$ cat config.mk
export PLATFORM = sky130hd
export DESIGN_NAME = ckb_mbist_top
export DESIGN_NICKNAME = d
export VERILOG_FILES = /design/src/rtl/ckb_pkg.sv /design/src/rtl/ckb_pattern.sv /design/src/rtl/ckb_seq.sv /design/src/rtl/ckb_cmp.sv /design/src/rtl/ckb_mbist_top.sv
export SDC_FILE = /design/constraint.sdc
export NUM_CORES = 1
export LEC_CHECK = 0
export BUFFER_PORTS_ARGS = -buffer_cell sky130_fd_sc_hd__clkbuf_2
export CAP_MARGIN = 5
export CORE_MARGIN = 2
export CORE_UTILIZATION = 57
export CTS_BUF_LIST = sky130_fd_sc_hd__clkbuf_4
export DETAILED_ROUTE_END_ITERATION = 8
export GPL_ROUTABILITY_DRIVEN = 0
export HOLD_SLACK_MARGIN = 0.05
export PLACE_DENSITY = 0.87
export RECOVER_POWER = 25
export SYNTH_ARGS = -nofsm -noshare
export SYNTH_HDL_FRONTEND = slang
export SYNTH_SLANG_ARGS = --single-unit
$ cat constraint.sdc
create_clock -name clk -period 3.79 [get_ports clk]
set_input_delay 0.758 -clock clk [delete_from_list [all_inputs] [get_ports clk]]
set_output_delay 0.758 -clock clk [all_outputs]
set_load 0.01 [all_outputs]
$ cat src/rtl/ckb_pkg.sv
package ckb_pkg;

  typedef enum logic [1:0] {
    SQ_IDLE  = 2'd0,
    SQ_RUN   = 2'd1,
    SQ_DRAIN = 2'd2
  } sq_state_t;

  // bit 0: read pass, bit 1: complemented pattern
  typedef enum logic [1:0] {
    PH_WR_TRUE = 2'd0,
    PH_RD_TRUE = 2'd1,
    PH_WR_INV  = 2'd2,
    PH_RD_INV  = 2'd3
  } phase_t;

endpackage

$ cat src/rtl/ckb_pattern.sv
module ckb_pattern #(
  parameter int ADDR_W = 6,
  parameter int DATA_W = 8,
  parameter int COL_W  = 3
) (
  input  logic [ADDR_W-1:0] addr_i,
  input  logic              inv_i,
  output logic [DATA_W-1:0] word_o
);

  logic cell_bit;

  always_comb begin
    cell_bit = addr_i[0] ^ addr_i[COL_W] ^ inv_i;
    word_o   = {DATA_W{cell_bit}};
  end

endmodule

$ cat src/rtl/ckb_seq.sv
module ckb_seq
  import ckb_pkg::*;
#(
  parameter int ADDR_W = 6
) (
  input  logic              clk,
  input  logic              rst_n,
  input  logic              start_i,
  output logic              run_o,
  output logic              drain_o,
  output logic              busy_o,
  output logic              start_acc_o,
  output logic [1:0]        phase_o,
  output logic [ADDR_W-1:0] addr_o
);

  localparam logic [ADDR_W-1:0] ADDR_MAX = {ADDR_W{1'b1}};

  sq_state_t         st_q, st_d;
  phase_t            ph_q, ph_d;
  logic [ADDR_W-1:0] ad_q, ad_d;
  logic              en;

  always_comb begin
    st_d        = st_q;
    ph_d        = ph_q;
    ad_d        = ad_q;
    start_acc_o = 1'b0;
    unique case (st_q)
      SQ_IDLE: begin
        if (start_i) begin
          start_acc_o = 1'b1;
          st_d        = SQ_RUN;
          ph_d        = PH_WR_TRUE;
          ad_d        = '0;
        end
      end
      SQ_RUN: begin
        if (ad_q == ADDR_MAX) begin
          ad_d = '0;
          if (ph_q == PH_RD_INV) begin
            st_d = SQ_DRAIN;
          end else begin
            ph_d = phase_t'(ph_q + 2'd1);
          end
        end else begin
          ad_d = ad_q + 1'b1;
        end
      end
      SQ_DRAIN: st_d = SQ_IDLE;
      default:  st_d = SQ_IDLE;
    endcase
  end

  assign en = (st_q != SQ_IDLE) || start_i;

  always_ff @(posedge clk or negedge rst_n) begin
    if (!rst_n) begin
      st_q <= SQ_IDLE;
      ph_q <= PH_WR_TRUE;
      ad_q <= '0;
    end else if (en) begin
      st_q <= st_d;
      ph_q <= ph_d;
      ad_q <= ad_d;
    end
  end

  assign run_o   = (st_q == SQ_RUN);
  assign drain_o = (st_q == SQ_DRAIN);
  assign busy_o  = (st_q != SQ_IDLE);
  assign phase_o = ph_q;
  assign addr_o  = ad_q;

endmodule

$ cat src/rtl/ckb_cmp.sv
module ckb_cmp #(
  parameter int ADDR_W = 6,
  parameter int DATA_W = 8
) (
  input  logic              clk,
  input  logic              rst_n,
  input  logic              clr_i,
  input  logic              issue_i,
  input  logic [ADDR_W-1:0] addr_i,
  input  logic [DATA_W-1:0] exp_i,
  input  logic [1:0]        pass_i,
  input  logic [DATA_W-1:0] rdata_i,
  input  logic              fin_i,
  output logic              fail_o,
  output logic              pass_o,
  output logic              done_o,
  output logic [ADDR_W-1:0] fail_addr_o,
  output logic [DATA_W-1:0] fail_exp_o,
  output logic [DATA_W-1:0] fail_act_o,
  output logic [1:0]        fail_pass_o
);

  // read-in-flight stage
  logic              v_q;
  logic [ADDR_W-1:0] a_q;
  logic [DATA_W-1:0] e_q;
  logic [1:0]        p_q;

  // result registers
  logic              fail_q, fail_d;
  logic              ok_q, ok_d;
  logic              done_q;
  logic [ADDR_W-1:0] fa_q, fa_d;
  logic [DATA_W-1:0] fe_q, fe_d, fx_q, fx_d;
  logic [1:0]        fp_q, fp_d;
  logic              mism, cap, res_en;

  assign mism = v_q && (rdata_i != e_q);
  assign cap  = mism && !fail_q;

  always_comb begin
    fail_d = fail_q;
    ok_d   = ok_q;
    fa_d   = fa_q;
    fe_d   = fe_q;
    fx_d   = fx_q;
    fp_d   = fp_q;
    if (clr_i) begin
      fail_d = 1'b0;
      ok_d   = 1'b0;
      fa_d   = '0;
      fe_d   = '0;
      fx_d   = '0;
      fp_d   = '0;
    end else begin
      if (cap) begin
        fail_d = 1'b1;
        fa_d   = a_q;
        fe_d   = e_q;
        fx_d   = rdata_i;
        fp_d   = p_q;
      end
      if (fin_i) begin
        ok_d = !(fail_q || mism);
      end
    end
  end

  assign res_en = clr_i || cap || fin_i;

  always_ff @(posedge clk or negedge rst_n) begin
    if (!rst_n) begin
      v_q <= 1'b0;
      a_q <= '0;
      e_q <= '0;
      p_q <= '0;
    end else begin
      v_q <= issue_i;
      if (issue_i) begin
        a_q <= addr_i;
        e_q <= exp_i;
        p_q <= pass_i;
      end
    end
  end

  always_ff @(posedge clk or negedge rst_n) begin
    if (!rst_n) begin
      fail_q <= 1'b0;
      ok_q   <= 1'b0;
      fa_q   <= '0;
      fe_q   <= '0;
      fx_q   <= '0;
      fp_q   <= '0;
    end else if (res_en) begin
      fail_q <= fail_d;
      ok_q   <= ok_d;
      fa_q   <= fa_d;
      fe_q   <= fe_d;
      fx_q   <= fx_d;
      fp_q   <= fp_d;
    end
  end

  always_ff @(posedge clk or negedge rst_n) begin
    if (!rst_n) done_q <= 1'b0;
    else        done_q <= fin_i;
  end

  assign fail_o      = fail_q;
  assign pass_o      = ok_q;
  assign done_o      = done_q;
  assign fail_addr_o = fa_q;
  assign fail_exp_o  = fe_q;
  assign fail_act_o  = fx_q;
  assign fail_pass_o = fp_q;

endmodule

$ cat src/rtl/ckb_mbist_top.sv
module ckb_mbist_top #(
  parameter int ADDR_W = 6,
  parameter int DATA_W = 8
) (
  input  logic              clk,
  input  logic              rst_n,
  input  logic              start_i,
  output logic              busy_o,
  output logic              done_o,
  output logic              pass_o,
  output logic              fail_o,
  output logic [ADDR_W-1:0] fail_addr_o,
  output logic [DATA_W-1:0] fail_exp_o,
  output logic [DATA_W-1:0] fail_act_o,
  output logic [1:0]        fail_pass_o,
  output logic [ADDR_W-1:0] mem_addr_o,
  output logic              mem_we_o,
  output logic [DATA_W-1:0] mem_wdata_o,
  input  logic [DATA_W-1:0] mem_rdata_i
);

  localparam int COL_W = ADDR_W / 2;

  logic [1:0]        rs_q;
  logic              rst_sn;
  logic              run, drain, start_acc;
  logic [1:0]        phase;
  logic [ADDR_W-1:0] addr;
  logic [DATA_W-1:0] pat_word;

  // asynchronous assert, synchronous release
  always_ff @(posedge clk or negedge rst_n) begin
    if (!rst_n) rs_q <= 2'b00;
    else        rs_q <= {rs_q[0], 1'b1};
  end
  assign rst_sn = rs_q[1];

  ckb_seq #(.ADDR_W(ADDR_W)) u_seq (
    .clk         (clk),
    .rst_n       (rst_sn),
    .start_i     (start_i),
    .run_o       (run),
    .drain_o     (drain),
    .busy_o      (busy_o),
    .start_acc_o (start_acc),
    .phase_o     (phase),
    .addr_o      (addr)
  );

  ckb_pattern #(.ADDR_W(ADDR_W), .DATA_W(DATA_W), .COL_W(COL_W)) u_pat (
    .addr_i (addr),
    .inv_i  (phase[1]),
    .word_o (pat_word)
  );

  ckb_cmp #(.ADDR_W(ADDR_W), .DATA_W(DATA_W)) u_cmp (
    .clk         (clk),
    .rst_n       (rst_sn),
    .clr_i       (start_acc),
    .issue_i     (run && phase[0]),
    .addr_i      (addr),
    .exp_i       (pat_word),
    .pass_i      (phase),
    .rdata_i     (mem_rdata_i),
    .fin_i       (drain),
    .fail_o      (fail_o),
    .pass_o      (pass_o),
    .done_o      (done_o),
    .fail_addr_o (fail_addr_o),
    .fail_exp_o  (fail_exp_o),
    .fail_act_o  (fail_act_o),
    .fail_pass_o (fail_pass_o)
  );

  assign mem_addr_o  = addr;
  assign mem_we_o    = run && !phase[0];
  assign mem_wdata_o = pat_word;

endmodule

==> Flow_metrics.wiki <==
{| class="wikitable"
! Metric !! Value
|-
| Run status || finished with violations
|-
| Final Routed Wirelength || 3.96 mm
|-
| Netlist cell types || 36
|-
| Required time of the critical path || 3030 ps
|-
| Max Transition Viols Final || 41
|-
| Floorplan die area || 0.00403 mm²
|-
| Core box area || 0.00336 mm²
|-
| Yosys top cell by area || dfrtp_1
|-
| Maximum clock insertion buffer count || 2
|-
| Global route total overflow || 0
|-
| Unrepaired setup endpoints after global routing || no
|-
| Tcrit/Tclk final || 64.8%
|-
| Cell count after synthesis || 193
|-
| Ys Warns || 0
|-
| Initial core utilization || 59.9%
|-
| Synthesized netlist net count || 206
|-
| Number of global-route vias before repair || 1409
|-
| Data arrival, critical path || 1700 ps
|-
| Design Power || 703 µW
|-
| Pin count of the biggest net entering global routing || 41
|-
| Depth of the CTS H-tree || 2
|-
| Filler cell count || 296
|-
| Minimum setup slack among reg-to-reg paths || 1720 ps
|-
| Cell with the biggest individual delay on the critical path || dfrtp_1
|-
| Setup Fix Bufs, Post-CTS || 0
|-
| Transition time of the tightest slew-check pin || 2030 ps
|-
| Fraction of synthesized area in multiplexers || 5.59%
|-
| Post-Synthesis Cell Area || 0.00201 mm²
|-
| Maximum clock skew at final layout || 8.75 ps
|-
| Post-CTS Resized || 0
|-
| Multi-input gate area || 787 µm²
|-
| I/O pin count || 54
|-
| Endpoints failing setup || 0
|-
| Largest family of logic cells by synthesized area || compound AO/OA/AOI/OAI gates
|-
| Clock-pin slew of the registers on the worst-case setup and hold paths || 110 ps
|-
| Post-synth top area share || 52.2%
|-
| Clk Latency, worst-skew pair || 350 ps
|-
| Violated checks || capacitance limit, slew limit
|-
| Tightest Hold Check Type || input pin to asynchronous set/reset pin
|-
| Synth Area in Compound Gates || 16.6%
|-
| Average footprint of a synthesized cell || 10.4 µm²
|-
| Number of buffers inserted during clock tree synthesis || 5
|-
| Final hold violations || 0
|-
| Power per Cell Area || 314 mW/mm²
|-
| Post-DP HPWL || 2.74 mm
|-
| Clock tree from TritonCTS || done
|-
| Post-Route Setup TNS || 0 ps
|-
| Leak pwr || 0.00104 µW
|-
| Clock tree sinks || 42
|-
| Adder-Cell Fraction of Synth Area || 1.24%
|-
| Iteration count of the initial detailed-routing pass || 4
|-
| Maximum ir drop on the vdd rail || 0.244 mV
|-
| Number of violations reported at the end of detailed-routing iteration 0 || 179
|-
| Final Net Count || 245
|-
| Number of antenna violations at the first check in global routing || 0
|-
| Remaining DRCs || 0
|-
| Quantity of hold-fixing buffers added after cts || 0
|-
| Fmax achieved || 407 MHz
|-
| Footprint of the flip-flops and latches || 0.00105 mm²
|-
| Startpoint type of the worst setup path || flip-flop
|-
| Port Buffer Count || 53
|-
| Series of cell instances along the critical path || xnor2_1 > xnor2_1 > clkbuf_2
|-
| XOR/XNOR Fraction of Synth Area || 0.870%
|-
| Wire length of the first global-routing pass || 6.86 mm
|-
| Largest stage delay on the critical path || 490 ps
|-
| Final core utilization || 66.6%
|-
| Worst slew slack as a fraction of its limit || -35.6%
|-
| Most numerous cell on the critical path || xnor2_1
|-
| Fraction of final layout cells with drive strength greater than 1 || 33.5%
|-
| Seq cells post-synth || 42
|-
| Min Tclk post-route || 2460 ps
|-
| Average detailed-routed wire length per instance || 14.2 µm
|-
| CP Class || flip-flop to output pin
|-
| Vias per Instance || 5.66
|-
| Horiz. Die Dim || 63.5 µm
|-
| # diodes || 0
|-
| Total via count in the routed design || 1578
|-
| Seq/Total Area, Yosys || 52.2%
|-
| Area grow syn2layout || 11.2%
|-
| Largest fanout on the critical path || 9
|-
| CP endpoint kind || output pin
|-
| Post-route ant nets || 0
|-
| Chip height || 63.5 µm
|-
| Top cells by area, synth || dfrtp_1 52%, buf_4 6.3%, mux2_2 5.6%, nand3_1 5.5%, a21oi_1 4.2%
|-
| CTS Root Buffer Type || clkbuf_4
|-
| Final-layout worst hold slack || 174 ps
|-
| GRT Total Usage || 21.7%
|-
| Max capacitance violation total || 1
|-
| Std-Cell Rows || 21
|-
| Basic-gate share of the synthesized area counting and, or, nand and nor cells || 14.5%
|}
==> synth_stat cells <==
| master | n |
|---|---|
| nand4_2 | 1 |
| mux2_2 | 10 |
| a31o_2 | 1 |
| nor2_1 | 8 |
| buf_2 | 3 |
| a21oi_1 | 17 |
| clkbuf_1 | 2 |
| nor4_4 | 1 |
| nand2_2 | 1 |
| nor3_1 | 2 |
| and3_1 | 3 |
| o21a_1 | 1 |
| a22o_1 | 2 |
| a31oi_1 | 2 |
| nand2b_1 | 3 |
| o21ai_0 | 14 |
| o31a_1 | 1 |
| a31oi_2 | 1 |
| o21ai_2 | 1 |
| nand2_1 | 9 |
| nor2b_1 | 2 |
| and2_1 | 1 |
| buf_4 | 17 |
| nor3b_2 | 1 |
| o21ai_1 | 9 |
| a311oi_1 | 1 |
| o22ai_1 | 1 |
| dfrtp_1 | 42 |
| xnor2_1 | 2 |
| inv_1 | 4 |
| conb_1 | 1 |
| nand3_1 | 22 |
| o31ai_4 | 1 |
| buf_6 | 1 |
| ha_1 | 2 |
| o31ai_1 | 3 |
==> routing by layer <==
| layer | track usage, % | part of all wire, % | up-vias |
|---|---|---|---|
| met5 | 0 | 0 | - |
| met4 | 7.34 | 1.4 | 0 |
| met2 | 32.5 | 48 | 43 |
| met1 | 31.1 | 46 | 778 |
| li1 | - | - | 751 |
| met3 | 5.18 | 5.2 | 6 |
==> sequential cells by signal (all words and copies together), names as in the netlist <==
register,flops
rs_q,2
u_cmp.e_q,1
u_cmp.pass_o,1
u_seq.st_q,2
u_cmp.fail_o,1
u_cmp.p_q,2
u_cmp.fail_exp_o,1
u_cmp.fail_pass_o,2
u_seq.phase_o,2
u_cmp.v_q,1
u_cmp.a_q,6
u_seq.addr_o,6
u_cmp.done_o,1
u_cmp.fail_act_o,8
u_cmp.fail_addr_o,6
==> cell families after synthesis <==
family | Yosys count
and+or+nand+nor | 54
adders and majority gates | 2
muxes | 10
AOI/OAI and AO/OA | 55
xor gates and xnor gates | 2
DFF | 42
buffers and inverters | 27
other | 1
==> power by group <==
group          internal (µW)  total [µW]  switching (µW)
combinational           11.4        33.5            22.0
sequential               454         456            2.68
clock                   77.0         213             136
==> cell usage in the layout (no fill, tap or decap), types with 3 or more instances in the layout <==
master / count
a21oi_1: 17
o31ai_1: 3
and3_1: 3
clkbuf_2: 52
clkbuf_4: 6
nand3_1: 22
mux2_2: 10
o21ai_1: 9
inv_1: 4
nand2b_1: 3
o21ai_0: 14
nand2_1: 9
nor2_1: 8
dfrtp_1: 42
==> worst max-delay path, delay by kind of cell, from the launching register on <==
kind	cells	cell delay, ps
buf+inv	1	230
xor+xnor	2	640
flops	1	490
==> path summary, 6_finish.rpt <==
check / end / cells past startpoint / startpoint
max in group asynchronous: u_seq.addr_o[3] / 1 / rs_q[1]
min in group clk: rs_q[1] / 0 / rs_q[0]
min: rs_q[0] / 1 / rst_n
max: mem_wdata_o[5] / 3 / u_seq.addr_o[3]
min reg2reg: rs_q[1] / 0 / rs_q[0]
max reg2reg: u_seq.addr_o[3] / 1 / rs_q[1]
==> per-stage QoR <==
stage,worst slack [ps],cells,instance area (µm²)
after floorplan,1780,193,2010
after global placement,1690,271,2190
after detailed placement,1620,271,2190
after CTS,1300,279,2240
after global routing,1180,279,2240
final,1330,279,2240
==> final cells by class <==
| cell class | count | share of cell area, % |
|---|---|---|
| repair buffers | 55 | 12.3 |
| flip-flops and latches | 42 | 46.9 |
| clock buffers | 6 | 2.01 |
| multi-input cells | 124 | 35.1 |
| clock inverters | 2 | 0.391 |
| well taps | 46 | 2.57 |
| inverters | 4 | 0.670 |
(Power assumes the default switching activity.)
